File: config.mk
export PLATFORM = sky130hd
export DESIGN_NAME = flash_lock_ctrl
export DESIGN_NICKNAME = d
export VERILOG_FILES = /design/src/rtl/flc_pkg.sv /design/src/rtl/flc_busy_timer.sv /design/src/rtl/flc_lock_bank.sv /design/src/rtl/flc_status_reg.sv /design/src/rtl/flash_lock_ctrl.sv
export SDC_FILE = /design/constraint.sdc
export NUM_CORES = 1
export LEC_CHECK = 0
export ABC_AREA = 1
export BUFFER_PORTS_ARGS = -buffer_cell sky130_fd_sc_hd__buf_2
export CAP_MARGIN = 10
export CELL_PAD_IN_SITES_DETAIL_PLACEMENT = 1
export CELL_PAD_IN_SITES_GLOBAL_PLACEMENT = 1
export CORE_ASPECT_RATIO = 0.9
export CORE_MARGIN = 3
export CORE_UTILIZATION = 30
export DETAILED_ROUTE_END_ITERATION = 16
export PLACE_DENSITY = 0.66
export SLEW_MARGIN = 20
export SYNTH_ARGS = -nofsm -noshare
export SYNTH_HDL_FRONTEND = slang
export SYNTH_SLANG_ARGS = --single-unit
File: constraint.sdc
create_clock -name clk -period 2.4 [get_ports clk]
set_input_delay 0.48 -clock clk [delete_from_list [all_inputs] [get_ports clk]]
set_output_delay 0.48 -clock clk [all_outputs]
set_load 0.02 [all_outputs]
File: src/rtl/flc_pkg.sv
package flc_pkg;

  typedef enum logic [3:0] {
    OP_IDLE      = 4'd0,
    OP_WRITE     = 4'd1,
    OP_ERASE     = 4'd2,
    OP_ERASE_ALL = 4'd3,
    OP_LOCK      = 4'd4,
    OP_WP_ON     = 4'd5,
    OP_WP_OFF    = 4'd6,
    OP_CLR_STAT  = 4'd7,
    OP_SUSPEND   = 4'd8,
    OP_RESUME    = 4'd9
  } flc_op_e;

  typedef enum logic [1:0] {
    K_NONE      = 2'd0,
    K_WRITE     = 2'd1,
    K_ERASE     = 2'd2,
    K_ERASE_ALL = 2'd3
  } flc_kind_e;

  // Status byte packing: ready, suspended, erase error, write error, vpp low.
  function automatic logic [7:0] pack_status(input logic rdy, input logic susp,
                                             input logic es, input logic ws,
                                             input logic vl);
    return {rdy, susp, es, ws, vl, 3'b000};
  endfunction

  // Busy length chosen for an accepted operation.
  function automatic int unsigned op_cycles(input flc_kind_e k,
                                            input int unsigned wr_cyc,
                                            input int unsigned er_cyc);
    return (k == K_WRITE) ? wr_cyc : er_cyc;
  endfunction

endpackage

File: src/rtl/flc_busy_timer.sv
module flc_busy_timer #(
  parameter int CNT_W = 6
) (
  input  logic             clk,
  input  logic             rst_n,
  input  logic             start,
  input  logic [CNT_W-1:0] load,
  input  logic             freeze,
  output logic             busy,
  output logic             done
);

  logic [CNT_W-1:0] cnt_q;

  assign busy = (cnt_q != '0);
  assign done = (cnt_q == CNT_W'(1)) && !freeze;

  always_ff @(posedge clk or negedge rst_n) begin
    if (!rst_n)                   cnt_q <= '0;
    else if (start)               cnt_q <= load;
    else if (busy && !freeze)     cnt_q <= cnt_q - CNT_W'(1);
  end

  // a running, unfrozen count steps down by exactly one per cycle
  a_r8_count_down: assert property (@(posedge clk) disable iff (!rst_n)
    (cnt_q != '0 && !freeze && !start) |=> cnt_q == $past(cnt_q) - CNT_W'(1));

  // a frozen count holds its value
  a_r12_frozen_hold: assert property (@(posedge clk) disable iff (!rst_n)
    (cnt_q != '0 && freeze) |=> $stable(cnt_q));

endmodule

File: src/rtl/flc_lock_bank.sv
module flc_lock_bank #(
  parameter int NB    = 32,
  parameter int BLK_W = 5
) (
  input  logic             clk,
  input  logic             rst_n,
  input  logic             wp_on,
  input  logic             wp_off,
  input  logic             lock_en,
  input  logic [BLK_W-1:0] lock_blk,
  input  logic             erase_done,
  input  logic [BLK_W-1:0] erase_blk,
  input  logic [BLK_W-1:0] q_blk,
  output logic             q_locked,
  output logic             wp_mode
);

  logic [NB-1:0] lk_q;
  logic          pwr_lock_q;
  logic          wp_q;
  logic [NB-1:0] lk_set;
  logic [NB-1:0] lk_clr;

  for (genvar g = 0; g < NB; g++) begin : g_blk
    assign lk_set[g] = lock_en    && (lock_blk  == BLK_W'(g));
    assign lk_clr[g] = erase_done && (erase_blk == BLK_W'(g));
  end

  always_ff @(posedge clk or negedge rst_n) begin
    if (!rst_n) lk_q <= '0;
    else        lk_q <= (lk_q | lk_set) & ~lk_clr;
  end

  // After reset every block counts as locked until protection is set explicitly.
  always_ff @(posedge clk or negedge rst_n) begin
    if (!rst_n) begin
      pwr_lock_q <= 1'b1;
      wp_q       <= 1'b1;
    end else if (wp_on) begin
      pwr_lock_q <= 1'b0;
      wp_q       <= 1'b1;
    end else if (wp_off) begin
      pwr_lock_q <= 1'b0;
      wp_q       <= 1'b0;
    end
  end

  assign q_locked = pwr_lock_q | (wp_q & lk_q[q_blk]);
  assign wp_mode  = wp_q;

  // disabling write protect lifts the reset lock-out and protect mode
  a_r5_wp_off_unlocks: assert property (@(posedge clk) disable iff (!rst_n)
    wp_off |=> (!wp_q && !pwr_lock_q));

  // a finished block erase leaves that block's lock bit clear
  a_r9_erase_clears_lock: assert property (@(posedge clk) disable iff (!rst_n)
    erase_done |=> !lk_q[$past(erase_blk)]);

endmodule

File: src/rtl/flc_status_reg.sv
module flc_status_reg (
  input  logic       clk,
  input  logic       rst_n,
  input  logic       set_es,
  input  logic       set_ws,
  input  logic       set_vl,
  input  logic       clr,
  input  logic       rdy,
  input  logic       susp,
  output logic [7:0] stat
);
  import flc_pkg::*;

  logic es_q, ws_q, vl_q;

  always_ff @(posedge clk or negedge rst_n) begin
    if (!rst_n) begin
      es_q <= 1'b0;
      ws_q <= 1'b0;
      vl_q <= 1'b0;
    end else if (clr) begin
      es_q <= 1'b0;
      ws_q <= 1'b0;
      vl_q <= 1'b0;
    end else begin
      es_q <= es_q | set_es;
      ws_q <= ws_q | set_ws;
      vl_q <= vl_q | set_vl;
    end
  end

  assign stat = pack_status(rdy, susp, es_q, ws_q, vl_q);

  // error flags stay up until cleared
  a_r10_sticky: assert property (@(posedge clk) disable iff (!rst_n)
    (!clr && (es_q || ws_q || vl_q)) |=>
      ((es_q || !$past(es_q)) && (ws_q || !$past(ws_q)) && (vl_q || !$past(vl_q))));

  // a clear empties all three flags
  a_r10_clear_all: assert property (@(posedge clk) disable iff (!rst_n)
    clr |=> (!es_q && !ws_q && !vl_q));

endmodule

File: src/rtl/flash_lock_ctrl.sv
module flash_lock_ctrl #(
  parameter int NUM_BLOCKS = 32,
  parameter int ADDR_W     = 18,
  parameter int WRITE_CYC  = 8,
  parameter int ERASE_CYC  = 40
) (
  input  logic              clk,
  input  logic              rst_n,
  input  logic              cmd_valid,
  input  logic [3:0]        cmd_op,
  input  logic [ADDR_W-1:0] cmd_addr,
  input  logic              vpp_ok,
  output logic              ready,
  output logic [7:0]        status
);
  import flc_pkg::*;

  localparam int BLK_W  = $clog2(NUM_BLOCKS);
  localparam int OFFS_W = ADDR_W - BLK_W;
  localparam int CNT_W  = $clog2(ERASE_CYC + 1);

  flc_op_e          op;
  logic [BLK_W-1:0] blk;
  logic             unused_addr_bits;

  assign op               = flc_op_e'(cmd_op);
  assign blk              = cmd_addr[ADDR_W-1 -: BLK_W];
  assign unused_addr_bits = ^cmd_addr[OFFS_W-1:0];

  // Operation state
  logic             busy, done_evt;
  logic             susp_q;
  flc_kind_e        kind_q;
  logic [BLK_W-1:0] blk_q;
  logic             q_locked, wp_mode;

  logic idle;
  assign idle = !busy;

  // Named command events
  logic acc_wr, acc_er, acc_all;
  logic refuse_evt, vpp_abort_evt, start_evt;
  logic lock_try, lock_ok, lock_rej;
  logic wp_on_evt, wp_off_evt, clr_evt;
  logic suspend_evt, resume_evt, erase_done;
  flc_kind_e        start_kind;
  logic [CNT_W-1:0] start_load;

  assign acc_wr  = cmd_valid && idle && (op == OP_WRITE);
  assign acc_er  = cmd_valid && idle && (op == OP_ERASE);
  assign acc_all = cmd_valid && idle && (op == OP_ERASE_ALL);

  assign refuse_evt    = (acc_wr || acc_er) && q_locked;
  assign vpp_abort_evt = ((acc_wr || acc_er) && !q_locked && !vpp_ok) ||
                         (acc_all && !vpp_ok);
  assign start_evt     = ((acc_wr || acc_er) && !q_locked && vpp_ok) ||
                         (acc_all && vpp_ok);

  assign start_kind = acc_wr ? K_WRITE : (acc_er ? K_ERASE : K_ERASE_ALL);
  assign start_load = CNT_W'(op_cycles(start_kind, WRITE_CYC, ERASE_CYC));

  assign lock_try = cmd_valid && idle && (op == OP_LOCK);
  assign lock_ok  = lock_try && !wp_mode;
  assign lock_rej = lock_try && wp_mode;

  assign wp_on_evt  = cmd_valid && idle && (op == OP_WP_ON);
  assign wp_off_evt = cmd_valid && idle && (op == OP_WP_OFF);
  assign clr_evt    = cmd_valid && idle && (op == OP_CLR_STAT);

  assign suspend_evt = cmd_valid && busy && !susp_q && !done_evt &&
                       (op == OP_SUSPEND) &&
                       (kind_q == K_ERASE || kind_q == K_ERASE_ALL);
  assign resume_evt  = cmd_valid && susp_q && (op == OP_RESUME);

  assign erase_done = done_evt && (kind_q == K_ERASE);

  always_ff @(posedge clk or negedge rst_n) begin
    if (!rst_n) begin
      kind_q <= K_NONE;
      blk_q  <= '0;
    end else if (start_evt) begin
      kind_q <= start_kind;
      blk_q  <= blk;
    end
  end

  always_ff @(posedge clk or negedge rst_n) begin
    if (!rst_n)           susp_q <= 1'b0;
    else if (suspend_evt) susp_q <= 1'b1;
    else if (resume_evt)  susp_q <= 1'b0;
  end

  flc_busy_timer #(.CNT_W(CNT_W)) u_timer (
    .clk    (clk),
    .rst_n  (rst_n),
    .start  (start_evt),
    .load   (start_load),
    .freeze (susp_q),
    .busy   (busy),
    .done   (done_evt)
  );

  flc_lock_bank #(.NB(NUM_BLOCKS), .BLK_W(BLK_W)) u_locks (
    .clk        (clk),
    .rst_n      (rst_n),
    .wp_on      (wp_on_evt),
    .wp_off     (wp_off_evt),
    .lock_en    (lock_ok),
    .lock_blk   (blk),
    .erase_done (erase_done),
    .erase_blk  (blk_q),
    .q_blk      (blk),
    .q_locked   (q_locked),
    .wp_mode    (wp_mode)
  );

  assign ready = !busy || susp_q;

  flc_status_reg u_stat (
    .clk    (clk),
    .rst_n  (rst_n),
    .set_es (refuse_evt),
    .set_ws (refuse_evt || lock_rej),
    .set_vl (vpp_abort_evt),
    .clr    (clr_evt),
    .rdy    (ready),
    .susp   (susp_q),
    .stat   (status)
  );

  // a refused write or erase never starts a busy period
  a_r3_refuse_no_busy: assert property (@(posedge clk) disable iff (!rst_n)
    refuse_evt |=> (ready && status[5] && status[4]));

  // a low-voltage abort flags bit 3 and stays ready
  a_r7_vpp_abort: assert property (@(posedge clk) disable iff (!rst_n)
    vpp_abort_evt |=> (ready && status[3]));

  // commands during a running operation leave the error flags alone
  a_r11_busy_ignores: assert property (@(posedge clk) disable iff (!rst_n)
    (busy && !susp_q && cmd_valid) |=> $stable(status[5:3]));

  // resume puts the controller back to busy
  a_r12_resume_busy: assert property (@(posedge clk) disable iff (!rst_n)
    resume_evt |=> (!ready && !status[6]));

endmodule

==> results of run 1 <==
## critical path: stages, from the launching register on
cell     delay (ns)
dfrtp_1        0.42
inv_1          0.07
ha_1           0.16
nand3_1        0.17
nand2_1        0.27
buf_2          0.22
## layout make-up
type / instances / area (um^2) / area share
multi-input combinational: 284 / 1444 / 0.4227
clock inverter: 2 / 12.51 / 0.003663
timing repair buffer: 32 / 195.2 / 0.05714
clock buffer: 6 / 128.9 / 0.03773
tap: 126 / 157.7 / 0.04615
inverter: 53 / 198.9 / 0.05824
sequential: 51 / 1279 / 0.3744
## synthesized netlist by cell type, drive strengths merged
library cell,number,area share
buf,12,0.036
o21a,12,0.030
a21o,1,0.0025
o21ai,14,0.032
clkinv,3,0.0037
nor3,7,0.013
o21bai,1,0.0025
nand3,31,0.054
nor2,52,0.069
inv,50,0.062
dfrtp,49,0.40
nand3b,1,0.0025
a31oi,9,0.019
clkbuf,5,0.0062
o22ai,1,0.0021
conb,1,0.0012
or2,1,0.0021
nor4,1,0.0021
nand2,109,0.14
ha,2,0.0082
dfstp,2,0.017
a32oi,12,0.035
a21oi,18,0.030
xor2,3,0.0086
nand4,6,0.017
## logic make-up (layout without fill, tap and decap cells)
group,count (synthesis),in the layout,synth area share
AND/OR/NAND/NOR,208,208,0.3032
adder cells (fa/ha/maj),2,2,0.008226
XOR/XNOR,3,3,0.008640
flip-flops,51,51,0.4204
other,1,3,0.001233
buffers and inverters,70,93,0.1074
AO/OA/AOI/OAI,68,68,0.1510
## through the flow
step | cells | area [um^2] | util | total power, W | hold slack, ns
2_1_floorplan | 405 | 3049 | - | 0.001425 | 0.1844
3_3_place_gp | 546 | 3274 | 0.3347 | 0.001568 | 0.4673
3_5_place_dp | 546 | 3274 | 0.3347 | 0.001586 | 0.4768
4_1_cts | 554 | 3416 | 0.3491 | 0.002302 | 0.3448
5_1_grt | 554 | 3416 | 0.3491 | 0.002418 | 0.3784
6_report | 554 | 3416 | 0.3491 | 0.002280 | 0.3246
## power groups by stage
| stage | clock network, W | registers [W] | logic (W) |
|---|---|---|---|
| 6_report | 0.000712 | 0.00104 | 0.000528 |
| 4_1_cts | 0.000726 | 0.00104 | 0.000535 |
| 3_3_place_gp | 0 | 0.00105 | 0.000518 |
| 3_5_place_dp | 0 | 0.00106 | 0.000531 |
| 5_1_grt | 0.000758 | 0.00105 | 0.000608 |
| 2_1_floorplan | 0 | 0.00104 | 0.000390 |
## sequential cells by signal (all words and copies together) (netlist names), 2 cells and up
name and count:
kind_q 2, blk_q 5, u_locks.lk_q 32, u_timer.cnt_q 6
## worst max-delay path by stage
| stage | from | to | cells past startpoint |
|---|---|---|---|
| floorplan | cmd_addr[14] | blk_q[1] | 14 |
| CTS | u_timer.cnt_q[0] | ready | 5 |
| global placement | cmd_addr[13] | blk_q[4] | 14 |
| global route | u_timer.cnt_q[0] | u_locks.lk_q[28] | 10 |
| finish | u_timer.cnt_q[0] | ready | 5 |
| detailed placement | cmd_addr[13] | blk_q[4] | 14 |
## layer usage
metal	share of wire	vias to the layer above
met5	0	-
met4	0.0096	0
met2	0.47	35
li1	-	1348
met1	0.50	1360
met3	0.025	6
==> impl_metrics.toml, run 1 <==
[status]
status = "completed"

[global_route]
top_usage_layer = "met2"
grt_max_degree = 52
grt_pass1_wl_um = 15260
gr-usage-met2 = 0.2776
grt.total_usage = 0.1674
grt_antenna_before_repair = 0
overflow = 0
grt_pass1_vias = 2821
grtUsageMet1 = 0.2358
grt.met3_usage = 0.02031

[power_and_ir_drop]
seqPwrFrac = 0.456
internal_power_w = 0.001519
switchingPower_w = 0.0007612
p_comb_frac = 0.232
leakage_nw = 1.655
switching_share = 0.3338
power.density_nw_per_um2 = 667.6
power_frac_clock = 0.312
vdd_drop_max_uv = 345.3

[worst_setup_path]
cp_max_fo = 8
critical_path_class = "reg -> out"
critPathArrivalTime_ns = 1.60
reg2reg_from = "u_timer.cnt_q[0]"
ff2ff_path_depth = 10
start_kind = "flip-flop"
cp.required_ns = 1.92
r2r_setup_slack_ns = 0.36
r2r_end = "u_locks.lk_q[28]"
endpoint_kind = "primary output"

[final_layout]
layout_common_cells = "nand2_1, dfrtp_1, inv_1, nor2_1, nand3_1"
n_antenna_cell = 0
final_common_cell = "nand2_1"
syn_to_final_growth_pct = 12.30
fillers = 1238
nNetsFinal = 455
drive_above_1_share = 0.1565

[routing]
num_vias = 2749
wl_per_cell_um = 16.47
first_iter_violations = 217
drtPass1Iterations = 4
drc = 0
drt-total-wl_um = 9123
viasPerCell = 4.962
ant_nets = 0

[timing]
period_minus_slack_ns = 2.082
rsz0062_at_grt = "false"
tightest_slew_ns = 0.6953
worst_slack_ns = 0.3178
drv_slew = 0
max_freq_mhz = 480.3
finalCritPeriodShare = 0.8676
slew_headroom = 0.5365
skew_ns = 0.004469
setup_tns_ns = 0
final-setup-viol-count = 0
hold_viol = 0

[floorplanning]
fp.dieW_um = 112.1
start_util = 0.3109
num_rows = 34
die-area_um2 = 11390
fp.dieH_um = 101.5
ios = 35
core_area_um2 = 9784

[synth]
synth_seq_cells = 51
yosys.cell_types.count = 37
syn_inst = 403
synth.avg_cell_area_um2 = 7.548
seq_area_frac_synth = 0.4204
yosysWarnings = 0
netlist_area_um2 = 3042

[cts]
cts_buffer_depth = 2
cts_tree = "yes"
postCtsSetupBuffers = 0
cts_sinks = 51
cts_made_buffers = 5
cts_root_buf = "clkbuf_16"
cts_resized = 0
h-tree-depth = 2
clk_pin_slew_worst_paths_ns = 0.07
clock_latency_ns = 0.29
postCtsHoldBufs = 0

[place]
io_buffers = 18
pre_cts_ws_ns = 0.1423
dpl.hpwl_um = 6643
place_congestion = 0.8323

[hold_path]
min_path_type = "in -> async"

[flow_run]
drv_cap = 0
Power figures use the tool's default switching activity.
==> inputs of run 2 (changes only) <==
CORE_MARGIN = 2   (was 3)
TNS_END_PERCENT = 30   (was default)
==> run 2 against run 1 <==
Effect of this change: via count increased by 1.8%; worst hold slack worse by 0.19 ns; flip-flop and latch count stayed put; critical path type unchanged.
==> impl_metrics.toml, run 2 (synthesis results as in run 1) <==
[final_layout]
reg.largest.list = "u_locks.lk_q (32), u_timer.cnt_q (6), blk_q (5)"
layout_common_cells = "nand2_1, dfrtp_1, inv_1, nor2_1, nand3_1"
fin_cells = 555
largest_reg_flops = 32
regMostFlops = "u_locks.lk_q"
final_common_cell = "nand2_1"
syn_to_final_growth_pct = 13.25
design_area_um2 = 3445
n_antenna_cell = 0
drive_above_1_share = 0.1562
fillers = 1235
nNetsFinal = 456

[cts]
h-tree-depth = 2
cts_buffer_depth = 2
cts_resized = 0
postCtsHoldBufs = 0
clk_pin_slew_worst_paths_ns = 0.07
clock_latency_ns = 0.29
cts_tree = "yes"
cts_root_buf = "clkbuf_16"
postCtsSetupBuffers = 0
cts_made_buffers = 5
cts_sinks = 51

[worst_setup_path]
reg2reg_from = "u_timer.cnt_q[1]"
start_kind = "flip-flop"
critical_path_class = "reg -> out"
cp.required_ns = 1.92
critPathArrivalTime_ns = 1.64
crit_path_start = "u_timer.cnt_q[1]"
ff2ff_path_depth = 10
endpoint_kind = "primary output"
r2r_end = "u_locks.lk_q[5]"
r2r_setup_slack_ns = 0.38
cp_max_fo = 8
critPathCapture = "ready"

[global_route]
overflow = 0
grtUsageMet1 = 0.2510
gr-usage-met2 = 0.3020
grt.met3_usage = 0.02163
grt_pass1_wl_um = 15350
grt_pass1_vias = 2974
grt_antenna_before_repair = 0
top_usage_layer = "met2"
grt_max_degree = 24
grt.total_usage = 0.1825

[timing]
worst_slack_ns = 0.2846
slew_headroom = 0.5684
tightest_slew_ns = 0.6434
hold_viol = 0
skew_ns = 0.004517
rsz0062_at_grt = "false"
setup_tns_ns = 0
finalCritPeriodShare = 0.8814
drv_slew = 0
period_minus_slack_ns = 2.115
final-setup-viol-count = 0
max_freq_mhz = 472.7

[place]
placed_area_um2 = 3282
io_buffers = 18
place_congestion = 0.8161
dp.cells = 547
pre_cts_ws_ns = 0.06932
dpl.hpwl_um = 7017

[hold_path]
min_path_type = "in -> async"

[routing]
first_iter_violations = 185
ant_nets = 0
viasPerCell = 5.041
drc = 0
wl_per_cell_um = 16.72
drt-total-wl_um = 9279
drtPass1Iterations = 4
num_vias = 2798

[floorplanning]
fp.dieH_um = 99.53
start_util = 0.3109
core_area_um2 = 9784
ios = 35
die-area_um2 = 10960
num_rows = 34
fp.dieW_um = 110.1

[power_and_ir_drop]
power.density_nw_per_um2 = 688.8
p_comb_frac = 0.225
finalPower_w = 0.002373
internal_power_w = 0.001629
switching_share = 0.3135
seqPwrFrac = 0.438
switchingPower_w = 0.0007437
vdd_drop_max_uv = 380.5
power_frac_clock = 0.337
leakage_nw = 1.670

[flow_run]
drv_cap = 0

[status]
status = "completed"
run 2: power groups by stage:
| stage | combinational (W) | sequential (W) | clock [W] |
|---|---|---|---|
| after CTS | 0.000539 | 0.00104 | 0.000828 |
| final | 0.000535 | 0.00104 | 0.000799 |
| after floorplan | 0.000390 | 0.00104 | 0 |
| after detailed placement | 0.000535 | 0.00105 | 0 |
| after global placement | 0.000514 | 0.00105 | 0 |
| after global routing | 0.000607 | 0.00106 | 0.000858 |
run 2: worst min-delay path by stage:
stage	startpoint	end	slack, ns	depth (start not counted)
6_report	rst_n	u_timer.cnt_q[2]	0.14	1
5_1_grt	rst_n	u_locks.lk_q[16]	0.16	1
4_1_cts	rst_n	u_timer.cnt_q[2]	0.14	1
3_5_place_dp	rst_n	u_timer.cnt_q[2]	0.46	1
3_3_place_gp	rst_n	u_timer.cnt_q[2]	0.45	1
2_1_floorplan	rst_n	blk_q[0]	0.18	0
run 2: critical path, stage by stage (launching register included):
cell and delay [ns]:
dfrtp_1 0.40, inv_1 0.09, ha_1 0.18, nand3_1 0.17, nand2_1 0.28, buf_2 0.22
run 2: stage by stage:
stage	hold WS (ns)	utilization
3_3_place_gp	0.4496	0.3354
6_report	0.1361	0.3520
3_5_place_dp	0.4569	0.3354
4_1_cts	0.1435	0.3520
5_1_grt	0.1644	0.3520
2_1_floorplan	0.1844	-
run 2: per-layer routing:
layer  share of wire  vias up
met1            0.49     1391
met4           0.010        0
met2            0.48       44
met5               0        -
li1                -     1359
met3           0.023        4
run 2: cell type report:
type	count	area (um^2)	area share
repair buffers	33	202.7	0.05884
clock inverters	1	30.03	0.008718
clock buffers	7	132.6	0.03850
flip-flops and latches	51	1279	0.3712
multi-input cells	284	1444	0.4192
inverters	53	198.9	0.05776
well taps	126	157.7	0.04577
